**src/rtl/lpc_pkg.sv**
```systemverilog
package lpc_pkg;
  typedef enum logic [1:0] {
    ST_SLEEP  = 2'd0,
    ST_WAKING = 2'd1,
    ST_ACTIVE = 2'd2,
    ST_FORCE  = 2'd3
  } lpc_state_e;
endpackage

```
**src/rtl/lpc_line_edge.sv**
```systemverilog
module lpc_line_edge #(
  parameter int   STAGES     = 2,
  parameter logic IDLE_LEVEL = 1'b1
) (
  input  logic clk,
  input  logic rst_n,
  input  logic line_i,
  output logic edge_o
);
  // pipe[STAGES-1] is the synchronized level; pipe[STAGES] holds its previous value
  logic [STAGES:0] pipe;

  always_ff @(posedge clk or negedge rst_n) begin
    if (!rst_n) pipe <= {(STAGES+1){IDLE_LEVEL}};
    else        pipe <= {pipe[STAGES-1:0], line_i};
  end

  assign edge_o = pipe[STAGES] ^ pipe[STAGES-1];
endmodule

```
**src/rtl/lpc_cycle_timer.sv**
```systemverilog
module lpc_cycle_timer #(
  parameter int LIMIT = 16
) (
  input  logic clk,
  input  logic rst_n,
  input  logic clr_i,
  input  logic en_i,
  output logic done_o
);
  localparam int CW = $clog2(LIMIT + 1);
  localparam logic [CW-1:0] LAST = CW'(LIMIT - 1);

  logic [CW-1:0] cnt;

  always_ff @(posedge clk or negedge rst_n) begin
    if (!rst_n)                 cnt <= '0;
    else if (clr_i)             cnt <= '0;
    else if (en_i && !done_o)   cnt <= cnt + 1'b1;
  end

  assign done_o = (cnt == LAST);
endmodule

```
**src/rtl/lpc_state_fsm.sv**
```systemverilog
module lpc_state_fsm
  import lpc_pkg::*;
(
  input  logic       clk,
  input  logic       rst_n,
  input  logic       edge_i,
  input  logic       busy_i,
  input  logic       wake_done_i,
  input  logic       idle_done_i,
  input  logic       wd_done_i,
  output lpc_state_e state_o
);
  lpc_state_e nxt;

  always_comb begin
    nxt = state_o;
    unique case (state_o)
      ST_SLEEP:  if (edge_i) nxt = ST_WAKING;
      ST_WAKING: begin
        if (wd_done_i)        nxt = ST_FORCE;
        else if (wake_done_i) nxt = ST_ACTIVE;
      end
      ST_ACTIVE: begin
        if (wd_done_i)                             nxt = ST_FORCE;
        else if (idle_done_i && !busy_i && !edge_i) nxt = ST_SLEEP;
      end
      ST_FORCE:  nxt = ST_SLEEP;
      default:   nxt = ST_SLEEP;
    endcase
  end

  always_ff @(posedge clk or negedge rst_n) begin
    if (!rst_n) state_o <= ST_SLEEP;
    else        state_o <= nxt;
  end
endmodule

```
**src/rtl/line_power_ctrl.sv**
```systemverilog
module line_power_ctrl
  import lpc_pkg::*;
#(
  parameter int WAKE_DLY = 16,
  parameter int IDLE_TMO = 64,
  parameter int WDOG_CYC = 1024
) (
  input  logic clk,
  input  logic rst_n,
  input  logic line_i,
  input  logic busy_i,
  output logic asleep_o,
  output logic awake_o,
  output logic rx_en_o
);
  lpc_state_e state;
  logic       line_edge;
  logic       wake_done, idle_done, wd_done;
  logic       in_sleep, in_waking, in_active;

  assign in_sleep  = (state == ST_SLEEP);
  assign in_waking = (state == ST_WAKING);
  assign in_active = (state == ST_ACTIVE);

  lpc_line_edge #(.STAGES(2), .IDLE_LEVEL(1'b1)) u_edge (
    .clk    (clk),
    .rst_n  (rst_n),
    .line_i (line_i),
    .edge_o (line_edge)
  );

  lpc_cycle_timer #(.LIMIT(WAKE_DLY)) u_wake_tmr (
    .clk    (clk),
    .rst_n  (rst_n),
    .clr_i  (!in_waking),
    .en_i   (1'b1),
    .done_o (wake_done)
  );

  lpc_cycle_timer #(.LIMIT(IDLE_TMO)) u_idle_tmr (
    .clk    (clk),
    .rst_n  (rst_n),
    .clr_i  (!in_active || line_edge),
    .en_i   (!busy_i),
    .done_o (idle_done)
  );

  // only leaving the awake states clears the watchdog
  lpc_cycle_timer #(.LIMIT(WDOG_CYC)) u_wd_tmr (
    .clk    (clk),
    .rst_n  (rst_n),
    .clr_i  (!(in_waking || in_active)),
    .en_i   (1'b1),
    .done_o (wd_done)
  );

  lpc_state_fsm u_fsm (
    .clk         (clk),
    .rst_n       (rst_n),
    .edge_i      (line_edge),
    .busy_i      (busy_i),
    .wake_done_i (wake_done),
    .idle_done_i (idle_done),
    .wd_done_i   (wd_done),
    .state_o     (state)
  );

  assign asleep_o = in_sleep;
  assign awake_o  = in_waking || in_active;
  assign rx_en_o  = in_active;
endmodule

```
**config.mk**
```make
export PLATFORM = sky130hd
export DESIGN_NAME = line_power_ctrl
export DESIGN_NICKNAME = d
export VERILOG_FILES = /design/src/rtl/lpc_pkg.sv /design/src/rtl/lpc_line_edge.sv /design/src/rtl/lpc_cycle_timer.sv /design/src/rtl/lpc_state_fsm.sv /design/src/rtl/line_power_ctrl.sv
export SDC_FILE = /design/constraint.sdc
export NUM_CORES = 1
export LEC_CHECK = 0
export CELL_PAD_IN_SITES_DETAIL_PLACEMENT = 2
export CELL_PAD_IN_SITES_GLOBAL_PLACEMENT = 2
export CORE_MARGIN = 3
export CORE_UTILIZATION = 41
export CTS_CLUSTER_SIZE = 25
export DETAILED_ROUTE_END_ITERATION = 8
export DONT_BUFFER_PORTS = 1
export PLACE_DENSITY_LB_ADDON = 0.1
export SLEW_MARGIN = 20
export SYNTH_ARGS = -nofsm -noshare
export SYNTH_HDL_FRONTEND = slang
export SYNTH_SLANG_ARGS = --single-unit
export TNS_END_PERCENT = 5
```
**constraint.sdc**
```tcl
create_clock -name clk -period 2.1 [get_ports clk]
set_input_delay 0.63 -clock clk [delete_from_list [all_inputs] [get_ports clk]]
set_output_delay 0.63 -clock clk [all_outputs]
set_load 0.02 [all_outputs]
```
======== Word-level counts from Yosys, hierarchy flattened ========
Index checks and enable logic that the tools add are counted.
cells by class
  add/subtract/negate cells ............... 3
  $mul .................................... 0
  divide/modulo/power cells ............... 0
  order comparisons ....................... 0
  equal/unequal tests ..................... 11
  shift-type cells ........................ 0
  multiplexer cells ....................... 12
  bitwise operators ....................... 1
  reductions and logical operators ........ 12
operators with widths
  cell                                                    count
  2-to-1 mux 11 bit                                       2
  2-to-1 mux 7 bit                                        2
  adder 11 x 1 -> 11 bit (second input constant)          1
  equality test 11 x 10 -> 1 bit (second input constant)  1
  2-to-1 mux 2 bit                                        5
  2-to-1 mux 5 bit                                        2
  case mux 2 bit (4 select lines)                         1
  adder 7 x 1 -> 7 bit (second input constant)            1
  equality test 7 x 6 -> 1 bit (second input constant)    1
  != test 3 x 1 -> 1 bit (second input constant)          2
  adder 5 x 1 -> 5 bit (second input constant)            1
  equality test 5 x 4 -> 1 bit (second input constant)    1
  equality test 2 bit (second input constant)             2
  logical NOT 1 bit                                       4
  != test 2 bit (second input constant)                   2
  logical AND 1 bit                                       3
  AND reduction 3 bit                                     1
  equality test 2 x 1 -> 1 bit (second input constant)    1
  logical NOT 2 bit                                       1
  logical OR 1 bit                                        2
  != test 2 x 1 -> 1 bit (second input constant)          1
  nonzero test 2 bit                                      1
  bitwise XOR 1 bit                                       1
storage, ports and cells
  bits in registers ....................... 28
  latch bits .............................. 0
  bits in writable memories ............... 0
  bits in read-only memories .............. 0
  input port bits ......................... 4
  output and inout bits ................... 3
  logic and storage cells ................. 44
  memories kept ........................... 0

======== Longest topological paths before layout ========
  depth in word-level cells ............... 6
  mapped depth ............................ 7
  mapped depth without buffers ............ 6

======== Modules after synthesis ========
From an unflattened synthesis, not the netlist that was laid out.
unflattened totals
  cell total of the unflattened synthesis .. 154
  area, all modules ....................... 1581.5 um^2
by module, submodules not included
  module                        times used  cells each  area each (um^2)  sequential area each (um^2)
  lpc_cycle_timer (u_wd_tmr)    1           69          654.4             275.3
  lpc_cycle_timer (u_idle_tmr)  1           38          409.1             175.2
  lpc_cycle_timer (u_wake_tmr)  1           23          260.2             125.1
  lpc_state_fsm                 1           10          103.8             50.0
  lpc_line_edge                 1           4           87.6              78.8
  line_power_ctrl               1           10          66.3              0.0

======== Worst setup path before layout ========
No wires, ideal clock.
  path type ............................... reg-to-reg
  from .................................... register u_wake_tmr.cnt[0]
  to ...................................... register u_wake_tmr.cnt[3]
  arrival time ............................ 1.543 ns
  data required time ...................... 1.981 ns
  path slack .............................. 0.438 ns
  stages on the path, launching flop included .. 8
  buffers on the path ..................... 1
  period minus slack after synthesis ...... 1.662 ns
  cells stage by stage .................... dfrtp_1 -> ha_1 -> and3_1 -> ha_1 -> clkbuf_1 -> nand4b_1 -> xnor2_1 -> and2_1
between the ends
  cells in the longest elaborated chain, start to end .. 3
ends and longest elaborated chain
  element                 RTL line               source
  from (decl)             lpc_cycle_timer.sv:13  logic [CW-1:0] cnt;
  from (signal assigned)  lpc_cycle_timer.sv:18  else if (en_i && !done_o) cnt <= cnt + 1'b1;
  adder 5 x 1 -> 5 bit    lpc_cycle_timer.sv:18
  2-to-1 mux 5 bit        lpc_cycle_timer.sv:18
  2-to-1 mux 5 bit        lpc_cycle_timer.sv:17  else if (clr_i) cnt <= '0;
Several ways; a longest one is shown, not always the timed one. The select of a mux whose other input is x is not followed.
A chain may end at the register's enable or synchronous reset.

======== Final worst setup path ========
  from .................................... register u_fsm.state_o[0]
  to ...................................... output rx_en_o
between the ends
  cells in the longest elaborated chain, start to end .. 1
ends and longest elaborated chain
  element                 RTL line               source
  from (decl)             lpc_state_fsm.sv:11    output lpc_state_e state_o
  from (signal assigned)  lpc_state_fsm.sv:34    else state_o <= nxt;
  equality test 2 bit     line_power_ctrl.sv:23  assign in_active = (state == ST_ACTIVE);
  to (decl)               line_power_ctrl.sv:14  output logic rx_en_o
Every way passes these cells.

==> summary.txt <==
Layout
  – Layout cells sized above 1: around a tenth
  – Non-filler cells, final: between 150 and 200
  – N_diodes: 0
  – Area Growth Syn to Fin: 7.53%
  – Fin area: around 0.0016 sq mm
  – Final net count: 154
  – Final core utilization: between 40 and 50%

CTS
  – CTS H-tree depth: 1
  – Post-CTS Resized: 0
  – Clock root buffer master: clkbuf_8
  – Skew-Pair Late Insertion Delay: around 0.28 ns
  – Num CTS Buffers: 3
  – Clk buf depth: 2
  – Setup bufs post-CTS: 0
  – Clk pin slew, worst setup/hold paths: approximately 0.1 ns
  – Clock sinks: 28
  – CTS Hold Buffers Added: 0
  – CTS tree: done

Route
  – DR iter-0 viols: 34
  – DRT Pass-1 Iters: 4
  – Detailed Route WL: about 3.3 mm
  – DR vias/cell: 5.65
  – # DRC: 0
  – Wire per inst: 17.8 microns
  – Vias: about 1100
  – Post-route ant nets: 0

GRT
  – Largest net degree at the start of global routing: 29
  – Vias in the first global route: roughly 1200
  – Overall routing resource usage: 17.6%
  – Initial antenna violation count: 0
  – Grt ovf: 0
  – First-pass GRT wire length: around 6 mm

Worst setup path
  – Worst Path Arrival: 1.29 ns
  – CP Max Fanout: 6
  – CP startpoint kind: register
  – WS Path Type: register to output pin
  – CP endpoint kind: output pin
  – CP required: approximately 1.5 ns

STA
  – Period minus WS final: between 1.5 and 2 ns
  – Fmax: 0.520 GHz
  – Clock skew: 0.00821 ns
  – Setup TNS: 0 ns
  – RSZ-0062 raised after global routing: no
  – Max_slew headroom: approximately 56%
  – Slew @ Worst Pin: ~0.65 ns
  – Hold_ws: between 0.02 and 0.025 ns
  – Crit share post-route: 91.6%
  – Setup ws final: between 0.15 and 0.2 ns
  – Hold Violations, Final: 0
  – Final Max Tran Viols: 0
  – Finish-stage setup viols: 0

Pwr
  – Leakage: 0.737 nW
  – Pwr Density: about 1000 mW/mm^2
  – Peak supply drop: around 380 uV
  – Pwr Total: between 1.5 and 2 mW

Run
  – # Max-Cap Violations: 0

Place
  – Place WS: around 0.25 ns
  – Dpl hpwl: about 2.4 mm
  – Placed cell areas: ~0.0016 sq mm
  – Placer Congestion: 0.785
  – Dpl cells: ~180
  – Port Buf Inserts: 0

Floorplanning
  – # IOs: 7
  – Core ar.: ~0.0034 sq mm
  – Die Span Y: about 67 microns
  – Die Wd: roughly 67 microns
  – Rows: 21
  – Die Area: 0.00445 sq mm
  – Initial cell density of the core: 43.9%

Yosys
  – #FFs+latches synth: 28
  – YS warnings: 0
  – Net Count, Synth: between 150 and 200
  – Post-synth cell types: 40
  – Post-synth ARST share: 100%
  – Synth Flop Type: dfrtp_1
  – EDFF count, synth: 0
  – Post-synthesis sequential area ratio: 46.6%
  – Area of the mapped netlist: 0.00151 sq mm
  – Post-Syn Instances: 142
  – Syn Area/Cell: 10.7 sq um

Worst hold path
  – Min-delay worst type: input pin to async pin

Outcome
  – Status: finished clean
-- layer usage --
| layer | share of wire [%] | GRT usage, % | vias to the layer above |
|---|---|---|---|
| met5 | 0 | 0 | - |
| met4 | 1.3 | 5.33 | 0 |
| met3 | 2.5 | 2.53 | 5 |
| met2 | 50 | 30.9 | 15 |
| met1 | 46 | 22.1 | 535 |
| li1 | - | - | 508 |
-- power by group --
group | leakage [nW] | switching [mW] | internal (mW) | total, mW
sequential | 0.374 | 0.0634 | 0.607 | 0.671
combinational | 0.328 | 0.348 | 0.213 | 0.561
clock | 0.0357 | 0.178 | 0.256 | 0.434
-- worst paths after layout --
| kind | startpoint | end | slack, ns | depth (start not counted) |
|---|---|---|---|---|
| max in group asynchronous | rst_n | u_edge.pipe[2]$_DFF_PN1_ | 1.89 | 0 |
| worst max register to register | u_wake_tmr.cnt[0]$_DFFE_PN0P_ | u_fsm.state_o[0]$_DFFE_PN0P_ | 0.21 | 6 |
| worst min register to register | u_edge.pipe[0]$_DFF_PN1_ | u_edge.pipe[1]$_DFF_PN1_ | 0.37 | 0 |
| worst min-delay path | rst_n | u_idle_tmr.cnt[5]$_DFFE_PN0P_ | 0.02 | 0 |
| min in group clk | line_i | u_edge.pipe[0]$_DFF_PN1_ | 0.33 | 0 |
| worst max-delay path | u_fsm.state_o[0]$_DFFE_PN0P_ | rx_en_o | 0.18 | 2 |
-- registers in the layout (all words and copies together) (netlist names) --
register,cells
u_wd_tmr.cnt,11
u_fsm.state_o,2
u_wake_tmr.cnt,5
u_edge.pipe,3
u_idle_tmr.cnt,7
-- cell usage in the layout, fill, tap and decap left out, drive strengths merged, types with 2 or more instances in the layout --
cell type  count
a21oi          3
and3           5
or3            2
clkbuf         3
a41oi          2
nand3          4
and4           2
nor4           2
mux2i          2
o21ai          4
nand2          9
o311ai         2
dfrtp         25
a31oi          3
and2           9
inv            8
ha             7
a2111oi        2
nor3           3
dfstp          3
nor2           8
nor2b          2
xnor2         14
o211a          3
-- logic make-up (layout without fill, tap and decap cells) --
group,count (synthesis),after routing,synth area share [%]
fa+ha+maj,7,7,5.79
mux,2,2,1.32
compound gates,26,26,14.1
simple gates,52,52,20.7
buf+inv,13,13,3.47
flops,28,28,46.6
xor+xnor,14,14,8.11
-- worst max-delay path, stage by stage, from the launching register on --
cell and delay [ns]:
dfrtp_1 0.41, inv_1 0.16, ha_1 0.45
-- cell type report --
| class | count | area, sq um |
|---|---|---|
| fill | 363 | 1820 |
| multi-input combinational | 101 | 756 |
| sequential | 28 | 704 |
| tap | 46 | 57.6 |
| clock buffer | 3 | 41.3 |
| clock inverter | 1 | 30.0 |
| inverter | 8 | 30.0 |
| timing repair buffer | 1 | 7.51 |
-- cell usage after synthesis (2+ instances only) --
cell       number  area, sq um
inv_1           8         30.0
and4_1          2         17.5
xnor2_1        14          123
nand3_1         4         20.0
nor2_1          8         30.0
a2111oi_2       2         30.0
nor2b_1         2         12.5
nor4_1          2         12.5
and3_1          5         31.3
and2_1          9         56.3
a41oi_1         2         17.5
buf_2           3         15.0
dfrtp_1        25          626
ha_1            7         87.6
a21oi_1         3         15.0
clkbuf_1        2         7.51
dfstp_2         3         78.8
mux2i_1         2         20.0
o211a_1         3         30.0
nor3_1          2         10.0
o21ai_0         4         20.0
a31oi_1         3         18.8
o311ai_0        2         17.5
nand2_1         9         33.8
Power figures use the tool's default switching activity.
